`config.mk`:
```
export PLATFORM = sky130hd
export DESIGN_NAME = ipc_mailbox
export DESIGN_NICKNAME = d
export VERILOG_FILES = /design/src/rtl/ipc_mbx_pkg.sv /design/src/rtl/ipc_word_buf.sv /design/src/rtl/ipc_cmd_ctrl.sv /design/src/rtl/ipc_mailbox.sv
export SDC_FILE = /design/constraint.sdc
export NUM_CORES = 1
export LEC_CHECK = 0
export BUFFER_PORTS_ARGS = -buffer_cell sky130_fd_sc_hd__buf_2
export CORE_MARGIN = 3
export CORE_UTILIZATION = 53
export DETAILED_ROUTE_END_ITERATION = 16
export GPL_TIMING_DRIVEN = 0
export HOLD_SLACK_MARGIN = 0.12
export MAX_ROUTING_LAYER = met4
export PLACE_DENSITY = 0.77
export SYNTH_ARGS = -nofsm -noshare
export SYNTH_HDL_FRONTEND = slang
export SYNTH_SLANG_ARGS = --single-unit
export TNS_END_PERCENT = 100
```
`constraint.sdc`:
```
create_clock -name clk -period 20.6 [get_ports clk]
set_clock_uncertainty 0.15 [all_clocks]
set_input_delay 1.03 -clock clk [delete_from_list [all_inputs] [get_ports clk]]
set_output_delay 1.03 -clock clk [all_outputs]
set_load 0.02 [all_outputs]
```
`src/rtl/ipc_mbx_pkg.sv`:
```
package ipc_mbx_pkg;

  // Packed command word, bit 0 at the right
  typedef struct packed {
    logic [7:0] rsv_hi;
    logic [7:0] size;
    logic [3:0] sub;
    logic [2:0] rsv_lo;
    logic       ioc;
    logic [7:0] opcode;
  } cmd_word_t;

  // Packed status word, bit 0 at the right
  typedef struct packed {
    logic [7:0] rsv_hi;
    logic [7:0] code;
    logic [7:0] initiator;
    logic [3:0] sub;
    logic [1:0] rsv_lo;
    logic       err;
    logic       busy;
  } stat_word_t;

endpackage

```
`src/rtl/ipc_word_buf.sv`:
```
module ipc_word_buf #(
  parameter int NWORDS = 4,
  parameter int WW     = 32,
  localparam int IW    = (NWORDS > 1) ? $clog2(NWORDS) : 1
) (
  input  logic          clk,
  input  logic          rst_n,
  input  logic          we,
  input  logic [IW-1:0] widx,
  input  logic [WW-1:0] wdata,
  input  logic [IW-1:0] ridx,
  output logic [WW-1:0] rdata
);

  logic [WW-1:0] mem_q [NWORDS];

  for (genvar g = 0; g < NWORDS; g++) begin : g_word
    logic en;
    assign en = we && (widx == IW'(g));
    always_ff @(posedge clk or negedge rst_n) begin
      if (!rst_n) begin
        mem_q[g] <= '0;
      end else if (en) begin
        mem_q[g] <= wdata;
      end
    end
  end

  assign rdata = mem_q[ridx];

endmodule

```
`src/rtl/ipc_cmd_ctrl.sv`:
```
module ipc_cmd_ctrl
  import ipc_mbx_pkg::*;
(
  input  logic       clk,
  input  logic       rst_n,
  input  logic       cmd_wr,
  input  logic [31:0] cmd_wdata,
  input  logic       done,
  input  logic       done_err,
  input  logic [7:0] done_code,
  input  logic [7:0] done_init,
  output cmd_word_t  cmd_q,
  output logic       cmd_pulse,
  output logic       busy,
  output logic       cpl_irq,
  output logic       overrun,
  output stat_word_t status
);

  logic       busy_q, busy_d;
  logic       ovr_q, ovr_d;
  logic       pulse_q, irq_q, irq_d;
  logic       err_q;
  logic [7:0] code_q, init_q;
  logic [3:0] sub_q;
  cmd_word_t  cmd_r;
  logic       accept, finish;

  // next-state logic
  always_comb begin
    accept = cmd_wr && !busy_q;
    finish = done && busy_q;
    busy_d = busy_q;
    if (accept)      busy_d = 1'b1;
    else if (finish) busy_d = 1'b0;
    ovr_d = ovr_q || (cmd_wr && busy_q);
    irq_d = finish && cmd_r.ioc;
  end

  // registers
  always_ff @(posedge clk or negedge rst_n) begin
    if (!rst_n) begin
      busy_q  <= 1'b0;
      ovr_q   <= 1'b0;
      pulse_q <= 1'b0;
      irq_q   <= 1'b0;
      cmd_r   <= '0;
      err_q   <= 1'b0;
      code_q  <= '0;
      init_q  <= '0;
      sub_q   <= '0;
    end else begin
      busy_q  <= busy_d;
      ovr_q   <= ovr_d;
      pulse_q <= accept;
      irq_q   <= irq_d;
      if (accept) begin
        cmd_r <= cmd_word_t'(cmd_wdata);
      end
      if (finish) begin
        err_q  <= done_err;
        code_q <= done_code;
        init_q <= done_init;
        sub_q  <= cmd_r.sub;
      end
    end
  end

  always_comb begin
    status           = '0;
    status.busy      = busy_q;
    status.err       = err_q;
    status.sub       = sub_q;
    status.initiator = init_q;
    status.code      = code_q;
  end

  assign cmd_q     = cmd_r;
  assign cmd_pulse = pulse_q;
  assign busy      = busy_q;
  assign cpl_irq   = irq_q;
  assign overrun   = ovr_q;

endmodule

```
`src/rtl/ipc_mailbox.sv`:
```
module ipc_mailbox
  import ipc_mbx_pkg::*;
#(
  parameter int ADDR_W    = 8,
  parameter int BUF_BYTES = 16,
  parameter int WBUF_BASE = 'h80,
  parameter int RBUF_BASE = 'h90,
  localparam int NW       = BUF_BYTES / 4,
  localparam int OFS_W    = $clog2(BUF_BYTES),
  localparam int IW       = OFS_W - 2
) (
  input  logic              clk,
  input  logic              rst_n,
  input  logic              h_wr,
  input  logic              h_rd,
  input  logic              h_byte,
  input  logic [ADDR_W-1:0] h_addr,
  input  logic [31:0]       h_wdata,
  output logic [31:0]       h_rdata,
  output logic              h_irq,
  output logic              c_cmd_irq,
  output logic [7:0]        c_opcode,
  output logic              c_ioc,
  output logic [3:0]        c_sub,
  output logic [7:0]        c_size,
  output logic              c_busy,
  output logic              c_overrun,
  input  logic [IW-1:0]     c_wbuf_idx,
  output logic [31:0]       c_wbuf_data,
  input  logic              c_rbuf_we,
  input  logic [IW-1:0]     c_rbuf_idx,
  input  logic [31:0]       c_rbuf_data,
  input  logic              c_done,
  input  logic              c_err,
  input  logic [7:0]        c_err_code,
  input  logic [7:0]        c_initiator
);

  localparam logic [ADDR_W-1:0] WB = ADDR_W'(WBUF_BASE);
  localparam logic [ADDR_W-1:0] RB = ADDR_W'(RBUF_BASE);

  // reset: asynchronous assert, synchronous release
  logic rst_s1_q, rst_s2_q;
  always_ff @(posedge clk or negedge rst_n) begin
    if (!rst_n) begin
      rst_s1_q <= 1'b0;
      rst_s2_q <= 1'b0;
    end else begin
      rst_s1_q <= 1'b1;
      rst_s2_q <= rst_s1_q;
    end
  end
  logic rst_int_n;
  assign rst_int_n = rst_s2_q;

  // address decode
  logic hit_cmd, hit_wbuf, hit_rbuf;
  logic [IW-1:0] h_idx;
  always_comb begin
    hit_cmd  = (h_addr == '0);
    hit_wbuf = (h_addr[ADDR_W-1:OFS_W] == WB[ADDR_W-1:OFS_W]);
    hit_rbuf = (h_addr[ADDR_W-1:OFS_W] == RB[ADDR_W-1:OFS_W]);
    h_idx    = h_addr[OFS_W-1:2];
  end

  // command / status engine
  cmd_word_t  cmd_q;
  stat_word_t stat_w;
  ipc_cmd_ctrl u_ctrl (
    .clk       (clk),
    .rst_n     (rst_int_n),
    .cmd_wr    (h_wr && hit_cmd),
    .cmd_wdata (h_wdata),
    .done      (c_done),
    .done_err  (c_err),
    .done_code (c_err_code),
    .done_init (c_initiator),
    .cmd_q     (cmd_q),
    .cmd_pulse (c_cmd_irq),
    .busy      (c_busy),
    .cpl_irq   (h_irq),
    .overrun   (c_overrun),
    .status    (stat_w)
  );

  assign c_opcode = cmd_q.opcode;
  assign c_ioc    = cmd_q.ioc;
  assign c_sub    = cmd_q.sub;
  assign c_size   = cmd_q.size;

  // outgoing data buffer: host writes, controller reads
  ipc_word_buf #(.NWORDS(NW), .WW(32)) u_wbuf (
    .clk   (clk),
    .rst_n (rst_int_n),
    .we    (h_wr && hit_wbuf),
    .widx  (h_idx),
    .wdata (h_wdata),
    .ridx  (c_wbuf_idx),
    .rdata (c_wbuf_data)
  );

  // returned data buffer: controller writes, host reads
  logic [31:0] rbuf_word;
  ipc_word_buf #(.NWORDS(NW), .WW(32)) u_rbuf (
    .clk   (clk),
    .rst_n (rst_int_n),
    .we    (c_rbuf_we),
    .widx  (c_rbuf_idx),
    .wdata (c_rbuf_data),
    .ridx  (h_idx),
    .rdata (rbuf_word)
  );

  // host read data: next value and register
  logic [31:0] rd_d, rd_q;
  logic [7:0]  lane;
  always_comb begin
    case (h_addr[1:0])
      2'd0:    lane = rbuf_word[7:0];
      2'd1:    lane = rbuf_word[15:8];
      2'd2:    lane = rbuf_word[23:16];
      default: lane = rbuf_word[31:24];
    endcase
    rd_d = '0;
    if (hit_cmd) begin
      rd_d = stat_w;
    end else if (hit_rbuf) begin
      rd_d = h_byte ? {24'b0, lane} : rbuf_word;
    end
  end

  always_ff @(posedge clk or negedge rst_int_n) begin
    if (!rst_int_n) begin
      rd_q <= '0;
    end else if (h_rd) begin
      rd_q <= rd_d;
    end
  end

  assign h_rdata = rd_q;

endmodule

```
==> results.json <==
{
  "vdd_drop_max_v": 0.0000635,
  "pre_cts_slack_ps": 16900,
  "netlist_top_cells_count": "dfrtp_1 (336), mux2_2 (284), mux4_2 (56)",
  "num_io_pins": 189,
  "first_pass_iters": 5,
  "std_cell_rows": 60,
  "rsz0062_at_grt": "no",
  "grt_max_degree": 73,
  "cp_slowest_stage_delay_ps": 580,
  "antenna_found_initial": 8,
  "final.period_utilization_pct": 17.8,
  "fin_tns_setup_ps": 0,
  "fillCellCount": 1942,
  "ant_nets": 0,
  "status": "finished, final reports clean",
  "netlist_area_um2": 14700,
  "gp_congestion": 0.893,
  "vias": 9188,
  "wl_per_cell_um": 22.2,
  "overflow": 0,
  "path_cells": "clkbuf_1 > buf_2 > mux4_2 > buf_2",
  "reg2reg_depth": 3,
  "syn_inst": 948,
  "first_iter_violations": 699,
  "synthMostInstantiatedCell": "dfrtp_1",
  "initial_utilization_pct": 54.1,
  "setup_viol": 0,
  "die_width_um": 172,
  "synthesis.nets": 1048,
  "tightest_slew_ps": 892,
  "synth-async-reset-ratio_pct": 100,
  "area_growth_pct": 18.7,
  "grt_pass1_vias": 9588,
  "crit_type": "input pin to output pin",
  "holdCritPathClass": "input pin to async pin",
  "synthFlopType": "dfrtp_1",
  "maxSlewViolCount": 0,
  "end_kind": "output pin",
  "netlist_top_cells_area": "dfrtp_1 (57%), mux2_2 (22%), mux4_2 (8.6%), mux2_4 (1.8%), mux2i_1 (1.1%)",
  "dp_hpwl_um": 24700,
  "core_area_um2": 27100,
  "crit_top_cell": "buf_2",
  "cp.arrival_ps": 2480,
  "clkLatencyLatePin_ps": 510,
  "ctsResizeCount": 0,
  "clkTransAtPathRegs_ps": 50,
  "synth_largest_area_cell": "dfrtp_1",
  "switchingPower_mw": 0.420,
  "worst_slack_ps": 16940,
  "via_per_inst": 5.82,
  "cts_max_path_buffers": 3,
  "postCtsHoldBufs": 0,
  "pwr-share-clk_pct": 38.0,
  "syn_area_per_cell_um2": 15.5,
  "cts-buffers-inserted": 36,
  "power.total_mw": 1.69,
  "synth_top_area_share_pct": 57.3,
  "clock-sinks": 336,
  "clock.fmax_mhz": 273,
  "synth-seq-cells": 336,
  "required_ps": 19420,
  "drv_cap": 0,
  "io_buffers": 184,
  "swShare_pct": 24.8,
  "p_seq_share_pct": 46.9,
  "p_int_mw": 1.27,
  "drive_above_1_share_pct": 52.8,
  "htreeDepth": 2,
  "synth.distinct_cells": 51,
  "crit_fanout": 10,
  "period_needed_ps": 3660,
  "grt_pass1_wl_um": 54300,
  "crit_cells": 4,
  "synth-seq-area-share_pct": 57.3,
  "post-cts-setup-buffers": 0,
  "track_usage_pct": 24.6,
  "final-hold-violation-count": 0,
  "critPathTopFamily": "buffers and inverters",
  "die_area_um2": 29700,
  "drc": 0,
  "p_comb_share_pct": 15.1,
  "synth-edff-count": 0,
  "relSlewSlack_pct": 40.5,
  "fin_nets": 1275,
  "wl_um": 35100,
  "final_util_pct": 64.3,
  "cp.buffers_inverters": 3,
  "cellLeakagePower_nw": 8.23,
  "p_per_area_nw_per_um2": 97.3,
  "yosys_warnings": 0,
  "tritoncts": "done",
  "die_height_um": 172,
  "cts_root_buf": "clkbuf_16",
  "startpoint_type": "input pin",
  "cpMaxStageDelayCell": "mux4_2"
}
## worst register-to-register path, cell delays in order (launching register included)
cell and delay (ps):
dfrtp_1 460, nand2_1 140, clkbuf_1 560, mux2_2 420
## state kept, by name (all words and copies together), names as in the netlist, 4 cells and up
signal and count:
u_ctrl.init_q 8, u_wbuf.mem_q 128, u_rbuf.mem_q 128, h_rdata 32
u_ctrl.code_q 8, u_ctrl.sub_q 4, u_ctrl.cmd_q 21
## cells by family after synthesis
group / share of synthesized area, %
buffers and inverters: 2.23
AOI/OAI and AO/OA: 3.71
and+or+nand+nor: 3.33
other: 0.0256
muxes: 33.4
DFF: 57.3
## layer usage
| metal | GRT usage, % | wire length (µm) | part of all wire (%) | up-vias |
|---|---|---|---|---|
| li1 | - | - | - | 4007 |
| met1 | 32.6 | 14900 | 42 | 4767 |
| met2 | 38.4 | 16900 | 48 | 326 |
| met3 | 5.08 | 2240 | 6.4 | 88 |
| met4 | 8.26 | 1100 | 3.1 | 0 |
| met5 | - | 0 | 0 | - |
## path summary, 6_finish.rpt
check	startpoint	to	slack, ps
max	c_wbuf_idx[0]	c_wbuf_data[15]	16940
min	rst_n	rst_int_n	160
max reg2reg	u_ctrl.busy	u_ctrl.init_q[6]	18750
min reg2reg	rst_int_n	u_ctrl.cmd_q[1]	170
max in group asynchronous	rst_int_n	u_rbuf.mem_q[110]	19090
min in group clk	rst_s1_q	rst_int_n	200
## power groups by stage
stage | registers, mW | clock network, mW | logic (mW)
2_1_floorplan | 0.806 | 0 | 0.164
3_3_place_gp | 0.813 | 0 | 0.231
3_5_place_dp | 0.805 | 0 | 0.255
4_1_cts | 0.794 | 0.657 | 0.256
5_1_grt | 0.805 | 0.689 | 0.275
6_report | 0.795 | 0.645 | 0.256
## cells in the final DEF, fill, tap and decap left out, types with 2 or more instances in the layout
cell type and n:
dfrtp_1 335, mux2_2 284, buf_2 203, mux4_2 56, nor2_1 39, clkbuf_16 36, clkbuf_1 35, mux2_4 18
mux2i_1 16, nand2_1 14, a221oi_1 13, diode_2 9, inv_1 9, clkbuf_8 9, buf_1 8, o21ai_0 8
a32oi_1 8, a21oi_1 8, nor2b_1 8, a22oi_1 8, a311oi_1 8, nand3_1 7, nor3_1 5, buf_16 5
buf_6 4, o41ai_1 4, a22o_1 4, clkinv_2 4, nand3b_1 3, bufinv_16 3, buf_4 2, or3_1 2
nor3b_1 2, and2_1 2, a2bb2oi_1 2, a211oi_1 2, nand2b_1 2
## final cells by class
cell class / instances / area (µm²) / area share (%)
antenna: 9 / 22.5 / 0.129
buffer: 60 / 287 / 1.65
clock buffer: 53 / 1050 / 6.06
clock inverter: 9 / 135 / 0.776
inverter: 11 / 41.3 / 0.237
multi-input combinational: 541 / 5940 / 34.1
sequential: 336 / 8410 / 48.3
tap: 372 / 465 / 2.67
timing repair buffer: 189 / 1060 / 6.08
## through the flow
stage                     hold slack, ps  cells  cell area, µm²
after global routing                 139   1579           17400
after floorplan                      181    948           14700
final                                160   1580           17400
after detailed placement             193   1509           16200
after global placement               187   1504           16100
after CTS                            140   1571           17400
Note: power is estimated with default switching activity, not from simulation.
